**src/rtl/evtcnt_pkg.sv**
```systemverilog
package evtcnt_pkg;

  localparam logic [1:0] OPMODE_EVENT = 2'b01;

  typedef enum logic [1:0] {
    POL_FALL = 2'b00,
    POL_RISE = 2'b01,
    POL_BOTH = 2'b10,
    POL_RSVD = 2'b11
  } polSel_e;

  // strobes from control to datapath
  typedef struct packed {
    logic loadReload;  // store bus word as reload value
    logic loadCount;   // copy bus word straight into the counter
    logic step;        // one qualified edge while counting is active
  } dpStrobe_t;

endpackage

```
**src/rtl/evtcnt_sync.sv**
```systemverilog
module evtcnt_sync #(
  parameter int STAGES = 2
) (
  input  logic clk,
  input  logic rstN,
  input  logic asyncIn,
  output logic syncOut
);
  logic [STAGES-1:0] chain;

  generate
    for (genvar i = 0; i < STAGES; i++) begin : g_stage
      if (i == 0) begin : g_first
        always_ff @(posedge clk) begin
          if (!rstN) chain[0] <= 1'b0;
          else       chain[0] <= asyncIn;
        end
      end else begin : g_next
        always_ff @(posedge clk) begin
          if (!rstN) chain[i] <= 1'b0;
          else       chain[i] <= chain[i-1];
        end
      end
    end
  endgenerate

  assign syncOut = chain[STAGES-1];
endmodule

```
**src/rtl/evtcnt_ctrl.sv**
```systemverilog
module evtcnt_ctrl
  import evtcnt_pkg::*;
(
  input  logic      clk,
  input  logic      rstN,
  input  logic      evtSync,
  input  logic      countEn,
  input  logic      clkSrcSel,
  input  logic      busSel,
  input  logic      busWr,
  input  logic [7:0] busWdataLo,
  output logic [7:0] modeQ,
  output dpStrobe_t strobe
);
  logic    evtPrev;
  logic    riseDet;
  logic    fallDet;
  logic    qualEdge;
  logic    active;
  polSel_e effPol;

  always_ff @(posedge clk) begin
    if (!rstN) begin
      evtPrev <= 1'b0;
      modeQ   <= '0;
    end else begin
      evtPrev <= evtSync;
      if (busWr && busSel)
        modeQ <= busWdataLo & 8'hDF;  // bit 5 is read-only zero
    end
  end

  assign riseDet = evtSync & ~evtPrev;
  assign fallDet = ~evtSync & evtPrev;
  assign effPol  = clkSrcSel ? POL_RISE : polSel_e'(modeQ[3:2]);
  assign active  = countEn && (modeQ[1:0] == OPMODE_EVENT);

  always_comb begin
    unique case (effPol)
      POL_FALL: qualEdge = fallDet;
      POL_RISE: qualEdge = riseDet;
      POL_BOTH: qualEdge = riseDet | fallDet;
      default:  qualEdge = 1'b0;
    endcase
  end

  always_comb begin
    strobe.loadReload = busWr && !busSel;
    strobe.loadCount  = busWr && !busSel && !active;
    strobe.step       = active && qualEdge;
  end
endmodule

```
**src/rtl/evtcnt_dpath.sv**
```systemverilog
module evtcnt_dpath
  import evtcnt_pkg::*;
#(
  parameter int CNT_W = 16
) (
  input  logic             clk,
  input  logic             rstN,
  input  dpStrobe_t        strobe,
  input  logic [CNT_W-1:0] busWdata,
  output logic [CNT_W-1:0] countQ,
  output logic             irqQ
);
  logic [CNT_W-1:0] reloadQ;
  logic [CNT_W-1:0] reloadNext;
  logic             atZero;

  assign reloadNext = strobe.loadReload ? busWdata : reloadQ;
  assign atZero     = (countQ == '0);

  always_ff @(posedge clk) begin
    if (!rstN) begin
      reloadQ <= '0;
      countQ  <= '0;
      irqQ    <= 1'b0;
    end else begin
      reloadQ <= reloadNext;
      irqQ    <= strobe.step && atZero;
      if (strobe.step)
        countQ <= atZero ? reloadNext : countQ - CNT_W'(1);
      else if (strobe.loadCount)
        countQ <= busWdata;
    end
  end
endmodule

```
**src/rtl/edge_event_divider.sv**
```systemverilog
module edge_event_divider
  import evtcnt_pkg::*;
#(
  parameter int CNT_W       = 16,
  parameter int SYNC_STAGES = 2
) (
  input  logic             clk,
  input  logic             rstN,
  input  logic             evtIn,
  input  logic             clkSrcSel,
  input  logic             countEn,
  input  logic             busSel,
  input  logic             busWr,
  input  logic [CNT_W-1:0] busWdata,
  output logic [CNT_W-1:0] busRdata,
  output logic             irqPulse
);
  localparam int MODE_W = 8;

  logic             evtSync;
  logic [MODE_W-1:0] modeQ;
  logic [CNT_W-1:0] countVal;
  dpStrobe_t        strobe;

  evtcnt_sync #(.STAGES(SYNC_STAGES)) u_sync (
    .clk(clk), .rstN(rstN), .asyncIn(evtIn), .syncOut(evtSync)
  );

  evtcnt_ctrl u_ctrl (
    .clk(clk), .rstN(rstN), .evtSync(evtSync), .countEn(countEn),
    .clkSrcSel(clkSrcSel), .busSel(busSel), .busWr(busWr),
    .busWdataLo(busWdata[MODE_W-1:0]), .modeQ(modeQ), .strobe(strobe)
  );

  evtcnt_dpath #(.CNT_W(CNT_W)) u_dp (
    .clk(clk), .rstN(rstN), .strobe(strobe), .busWdata(busWdata),
    .countQ(countVal), .irqQ(irqPulse)
  );

  assign busRdata = busSel ? CNT_W'(modeQ) : countVal;
endmodule

```
**config.mk**
```make
export PLATFORM = sky130hd
export DESIGN_NAME = edge_event_divider
export DESIGN_NICKNAME = d
export VERILOG_FILES = /design/src/rtl/evtcnt_pkg.sv /design/src/rtl/evtcnt_sync.sv /design/src/rtl/evtcnt_ctrl.sv /design/src/rtl/evtcnt_dpath.sv /design/src/rtl/edge_event_divider.sv
export SDC_FILE = /design/constraint.sdc
export NUM_CORES = 1
export LEC_CHECK = 0
export ABC_AREA = 1
export CAP_MARGIN = 20
export CORE_MARGIN = 8
export CORE_UTILIZATION = 54
export DETAILED_ROUTE_END_ITERATION = 8
export PLACE_DENSITY_LB_ADDON = 0.08
export REMOVE_ABC_BUFFERS = 1
export SYNTH_ARGS = -nofsm -noshare
export SYNTH_HDL_FRONTEND = slang
export SYNTH_SLANG_ARGS = --single-unit
```
**constraint.sdc**
```tcl
create_clock -name clk -period 2.1 [get_ports clk]
set_input_delay 0.315 -clock clk [delete_from_list [all_inputs] [get_ports clk]]
set_output_delay 0.315 -clock clk [all_outputs]
set_load 0.03 [all_outputs]
```
# After elaboration in Yosys (flattened, before gate mapping)
# Index checks and enable logic that the tools add are counted.
[classes]
add_sub_neg = 1
bitwise_logic = 5
mux = 7
reduce_logical = 11
eq_ne = 3
[op_table]
columns = ["op", "count"]
rows = [
  ["16-bit two-way mux", 5],
  ["16-bit logical NOT", 1],
  ["16-bit by 1-bit subtractor with 16-bit output (second input constant)", 1],
  ["1-bit logical AND", 6],
  ["2-bit by 1-bit == test with 1-bit output (second input constant)", 2],
  ["1-bit one-hot mux with 3 select lines", 1],
  ["1-bit AND", 2],
  ["2-bit == test (second input constant)", 1],
  ["1-bit logical NOT", 2],
  ["2-bit logical NOT", 1],
  ["2-bit two-way mux", 1],
  ["1-bit inverter", 2],
  ["2-bit nonzero test", 1],
  ["1-bit bitwise OR", 1],
]
[word_totals]
input_bits = 23
regBits = 43
output_inout_bits = 17

# Depth between registers and ports, before layout
[depth]
depth_word = 6
mapped_depth = 12
depth_no_buf = 12

# By module
# Synthesis repeated with hierarchy kept, for this count alone.
[unflattened]
hier_cells = 431
area_unflattened_um2 = 2726.4
[modules_own_cells]
columns = ["module", "instances", "cells_per_inst", "area_per_inst_um2", "seq_area_each_um2"]
rows = [
  ["evtcnt_dpath", 1, 329, 2115.8, 660.6],
  ["evtcnt_ctrl", 1, 53, 375.4, 160.2],
  ["edge_event_divider", 1, 43, 180.2, 0.0],
  ["evtcnt_sync", 1, 6, 55.1, 40.0],
]

# Least setup slack after synthesis
# Ideal clock, no wire load.
[synth_timing]
kind = "input to output"
startpoint = "input port busSel"
endpoint = "output port busRdata[2]"
path_buffers = 2
cell_stages = 3
t_arrival_ns = 1.346
path_slack_ns = 0.439
path_cell_list = "buf_4 -> clkbuf_1 -> o21ai_0"
[synth_between]
elab_chain_cells = 1
[synth_rtl]
columns = ["element", "line_no", "source"]
rows = [
  ["start, declared", "edge_event_divider.sv:12", "input logic busSel,"],
  ["16-bit two-way mux", "edge_event_divider.sv:40", "assign busRdata = busSel ? CNT_W'(modeQ) : countVal;"],
  ["end, declared", "edge_event_divider.sv:15", "output logic [CNT_W-1:0] busRdata,"],
]
# Every way passes these cells.

# Worst setup path after layout
[layout_timing]
startpoint = "register u_sync.chain[1], in the netlist u_sync.syncOut"
endpoint = "register u_dp.countQ[0]"
[layout_between]
elab_chain_cells = 6
[layout_rtl]
columns = ["element", "line_no", "source"]
rows = [
  ["start, declared", "evtcnt_sync.sv:9", "logic [STAGES-1:0] chain;"],
  ["start signal, assigned by index", "evtcnt_sync.sv:21", "else chain[i] <= chain[i-1];"],
  ["1-bit inverter", "evtcnt_ctrl.sv:34", "assign fallDet = ~evtSync & evtPrev;"],
  ["1-bit AND", "evtcnt_ctrl.sv:34", ""],
  ["1-bit bitwise OR", "evtcnt_ctrl.sv:42", "POL_BOTH: qualEdge = riseDet | fallDet;"],
  ["1-bit one-hot mux with 3 select lines (*)", "evtcnt_ctrl.sv:39", "unique case (effPol)"],
  ["1-bit logical AND (*)", "evtcnt_ctrl.sv:50", "strobe.step = active && qualEdge;"],
  ["16-bit two-way mux / 2-bit nonzero test (equally long branches)", "-", ""],
  ["end signal, assigned", "evtcnt_dpath.sv:29", "countQ <= atZero ? reloadNext : countQ - CNT_W'(1);"],
  ["end signal, assigned", "evtcnt_dpath.sv:31", "countQ <= busWdata;"],
  ["end, declared", "evtcnt_dpath.sv:10", "output logic [CNT_W-1:0] countQ,"],
]
# Mark *: on every way between the ends. The rest lies on a longest branch, timed or not.
# A chain may end at the register's enable or synchronous reset.

==> summary.txt <==
Yosys
  – Synth cell types: 31
  – Post-synthesis sequential area ratio: 31.8%
  – Mapped cell area: 2710 um2
  – Synth area leaders: dfxtp_1, nand2_1, inv_1
  – Avg Inst Size Synth: 6.45 um2
  – Synth warnings: 0
  – Syn Inst Count: 420
  – Area share of the largest cell type after synthesis: 31.8%
  – Synth area leader: dfxtp_1
  – Synthesis-stage register bit count: 43

Clock tree
  – Hold-fix buffers, CTS: 0
  – Total CTS buffers: 5
  – Clock tree buffer depth: 2
  – Worst-path clk slew: 0.08 ns
  – CTS resizes: 0
  – Post CTS Setup Buffer Count: 0
  – CTS sink count: 43
  – CTS tree: done
  – Htree depth: 2
  – Root Driver: clkbuf_8
  – Clock latency at the later pin of the worst-skew pair: 0.29 ns

STA
  – Period utilisation layout: 82.5%
  – Slew Limit Fails: 0
  – Setup-failing EPs final: 0
  – Final Hold Vio Count: 0
  – Worst Skew: 0.00918 ns
  – RSZ-0062 raised after global routing: no
  – Setup TNS: 0 ns
  – Max Clk Rate: 577 MHz
  – Slew HR: 69.0%
  – Min cycle time layout: 1.73 ns
  – Tightest Pin Transition: 0.463 ns

Setup path
  – Critical R2R Capture: u_dp.countQ[0]
  – CP Data Arrival Time: 1.93 ns
  – CP Capture Type: flip-flop
  – Crit Path Class: flip-flop to flip-flop
  – Crit path max fanout: 15
  – R2R depth: 11
  – Setup slack, reg-to-reg: 0.37 ns
  – Critical path origin: u_sync.syncOut
  – CP Launch Type: flip-flop
  – WP data required: 2.30 ns
  – R2R Path Start: u_sync.syncOut

Detailed routing
  – Drt initial violations: 212
  – DR pass1 iterations: 5
  – Vias per cell: 5.14
  – Post-DRT Antenna Nets: 0
  – Number of remaining DRC errors: 0
  – Wire length per cell: 13.0 um
  – Final WL: 6840 um
  – Via count: 2712

Die
  – Die area: 7540 um2
  – IO Pins: 40
  – # rows: 25
  – Starting Density: 56.6%
  – Die Wd: 86.8 um
  – Die height: 86.8 um
  – Core Area: 4790 um2

GRT
  – First-pass GRT wire length: 11800 um
  – Congestion Overflow GR: 0
  – Vias in the first global route: 2544
  – Largest net degree at the start of global routing: 28
  – Initial antenna violation count: 0
  – Tot GR Track Use: 19.0%

Pwr
  – Psw: 0.722 mW
  – Gate power share: 31.6%
  – Leakage Power: 1.63 nW
  – PwrDens: 645 nW/um2
  – Pint: 1.35 mW
  – Peak VDD IR: 462 uV
  – Sw Ratio: 34.9%
  – Part of the power in the clock network: 24.2%
  – Sequential power share: 44.2%

Min path
  – Worst Min Path Start: u_sync.chain[0]
  – Hold Path Class: flip-flop to flip-flop
  – Hold EP: u_sync.syncOut
  – Hold Path Depth: 2

Layout
  – Core Util, Final: 67.0%
  – FF/Latch Area: 861 um2
  – Multi-input logic area: 1490 um2
  – Area growth, synth to finish: 18.4%
  – Commonest non-fill, non-tap cells in the layout: nand2_1, inv_1, o21ai_0
  – Ant diodes: 0
  – Share of layout cells above drive strength 1: 15.4%
  – Fillers: 449
  – Fin cells: 528
  – Most common cell after layout, fill and taps aside: nand2_1
  – # nets final: 487

Job
  – Max Cap Viol: 0

Placement
  – Gpl congestion: 0.846
  – Placed cells: 520
  – Hpwl dp: 4960 um
  – Port Buffer Count: 39

Outcome
  – Status: finished clean
==> cells by family (layout without fill, tap and decap cells) <==
group	Yosys count	in the layout	synth area share (%)
AND/OR/NAND/NOR	212	212	37.5
buffers and inverters	84	125	13.3
AO/OA/AOI/OAI	73	73	14.3
flip-flops	43	43	31.8
adder cells (fa/ha/maj)	4	4	1.85
XOR/XNOR	3	3	0.970
multiplexers	1	1	0.370
==> power groups by stage <==
stage | Sequential [mW] | Combinational [mW] | Clock (mW)
floorplan | 0.921 | 0.448 | 0
global placement | 0.931 | 0.644 | 0
detailed placement | 0.933 | 0.650 | 0
CTS | 0.914 | 0.655 | 0.519
global route | 0.923 | 0.731 | 0.540
finish | 0.915 | 0.654 | 0.500
==> cell type report <==
| class | count | share of cell area (%) |
|---|---|---|
| multi-input combinational | 293 | 46.4 |
| sequential | 43 | 26.8 |
| timing repair buffer | 49 | 13.7 |
| inverter | 68 | 8.00 |
| tap | 67 | 2.61 |
| clock buffer | 7 | 2.38 |
| clock inverter | 1 | 0.156 |
==> cells in the mapped netlist <==
library cell   n
nand2_1       97
inv_1         64
o21ai_0       47
nor2_1        44
dfxtp_1       43
nand3_1       38
a21oi_1       14
nand3_2       10
nor2_2         7
clkbuf_1       5
o21ai_1        5
a21oi_2        4
buf_2          4
buf_6          4
ha_1           4
nand2_2        4
nor2_4         4
nand2_4        3
xor2_1         3
buf_4          2
inv_2          2
o21bai_1       2
or2_2          2
a31oi_1        1
clkbuf_2       1
clkinv_1       1
clkinv_2       1
mux2i_1        1
nor2_8         1
nor3_1         1
nor3_2         1
==> worst max-delay path by stage <==
stage / endpoint / slack (ns) / depth (start not counted)
final: u_dp.countQ[0] / 0.37 / 11
after global routing: u_dp.countQ[4] / 0.21 / 11
after CTS: busRdata[7] / 0.35 / 5
after detailed placement: u_dp.countQ[8] / 0.22 / 8
after global placement: u_dp.countQ[3] / 0.24 / 8
after floorplan: u_dp.countQ[0] / 0.37 / 11
==> flip-flops by register name (all words and copies together) (netlist names) <==
register        cells
u_dp.countQ        16
u_dp.reloadQ       16
u_ctrl.modeQ        7
u_ctrl.evtPrev      1
u_dp.irqQ           1
u_sync.chain        1
u_sync.syncOut      1
==> through the flow <==
| step | cell area (um2) | hold slack, ns | setup WS (ns) | power, mW |
|---|---|---|---|---|
| global route | 3210 | 0.457 | 0.211 | 2.19 |
| detailed placement | 3130 | 0.414 | 0.224 | 1.58 |
| global placement | 3130 | 0.408 | 0.242 | 1.58 |
| floorplan | 2610 | 0.390 | 0.369 | 1.37 |
| CTS | 3210 | 0.430 | 0.352 | 2.09 |
| finish | 3210 | 0.429 | 0.367 | 2.07 |
==> critical path: stages (launching register included) <==
cell and delay (ns):
dfxtp_1 0.36, inv_1 0.05, ha_1 0.26, inv_1 0.04
nand3_1 0.07, nand3_1 0.09, nand2_2 0.16, clkinv_2 0.26
nand3_1 0.18, nand3_1 0.08, nand2_1 0.06, inv_1 0.03
==> per-layer routing <==
metal / wire [um] / global-route usage, % / up-vias
met4: 104 / 5.63 / 0
met1: 3140 / 23.4 / 1214
met2: 3160 / 32.6 / 84
met3: 431 / 3.50 / 11
li1: - / - / 1403
met5: 0 / 0 / -
No activity file was read; power rests on OpenSTA's default activity.
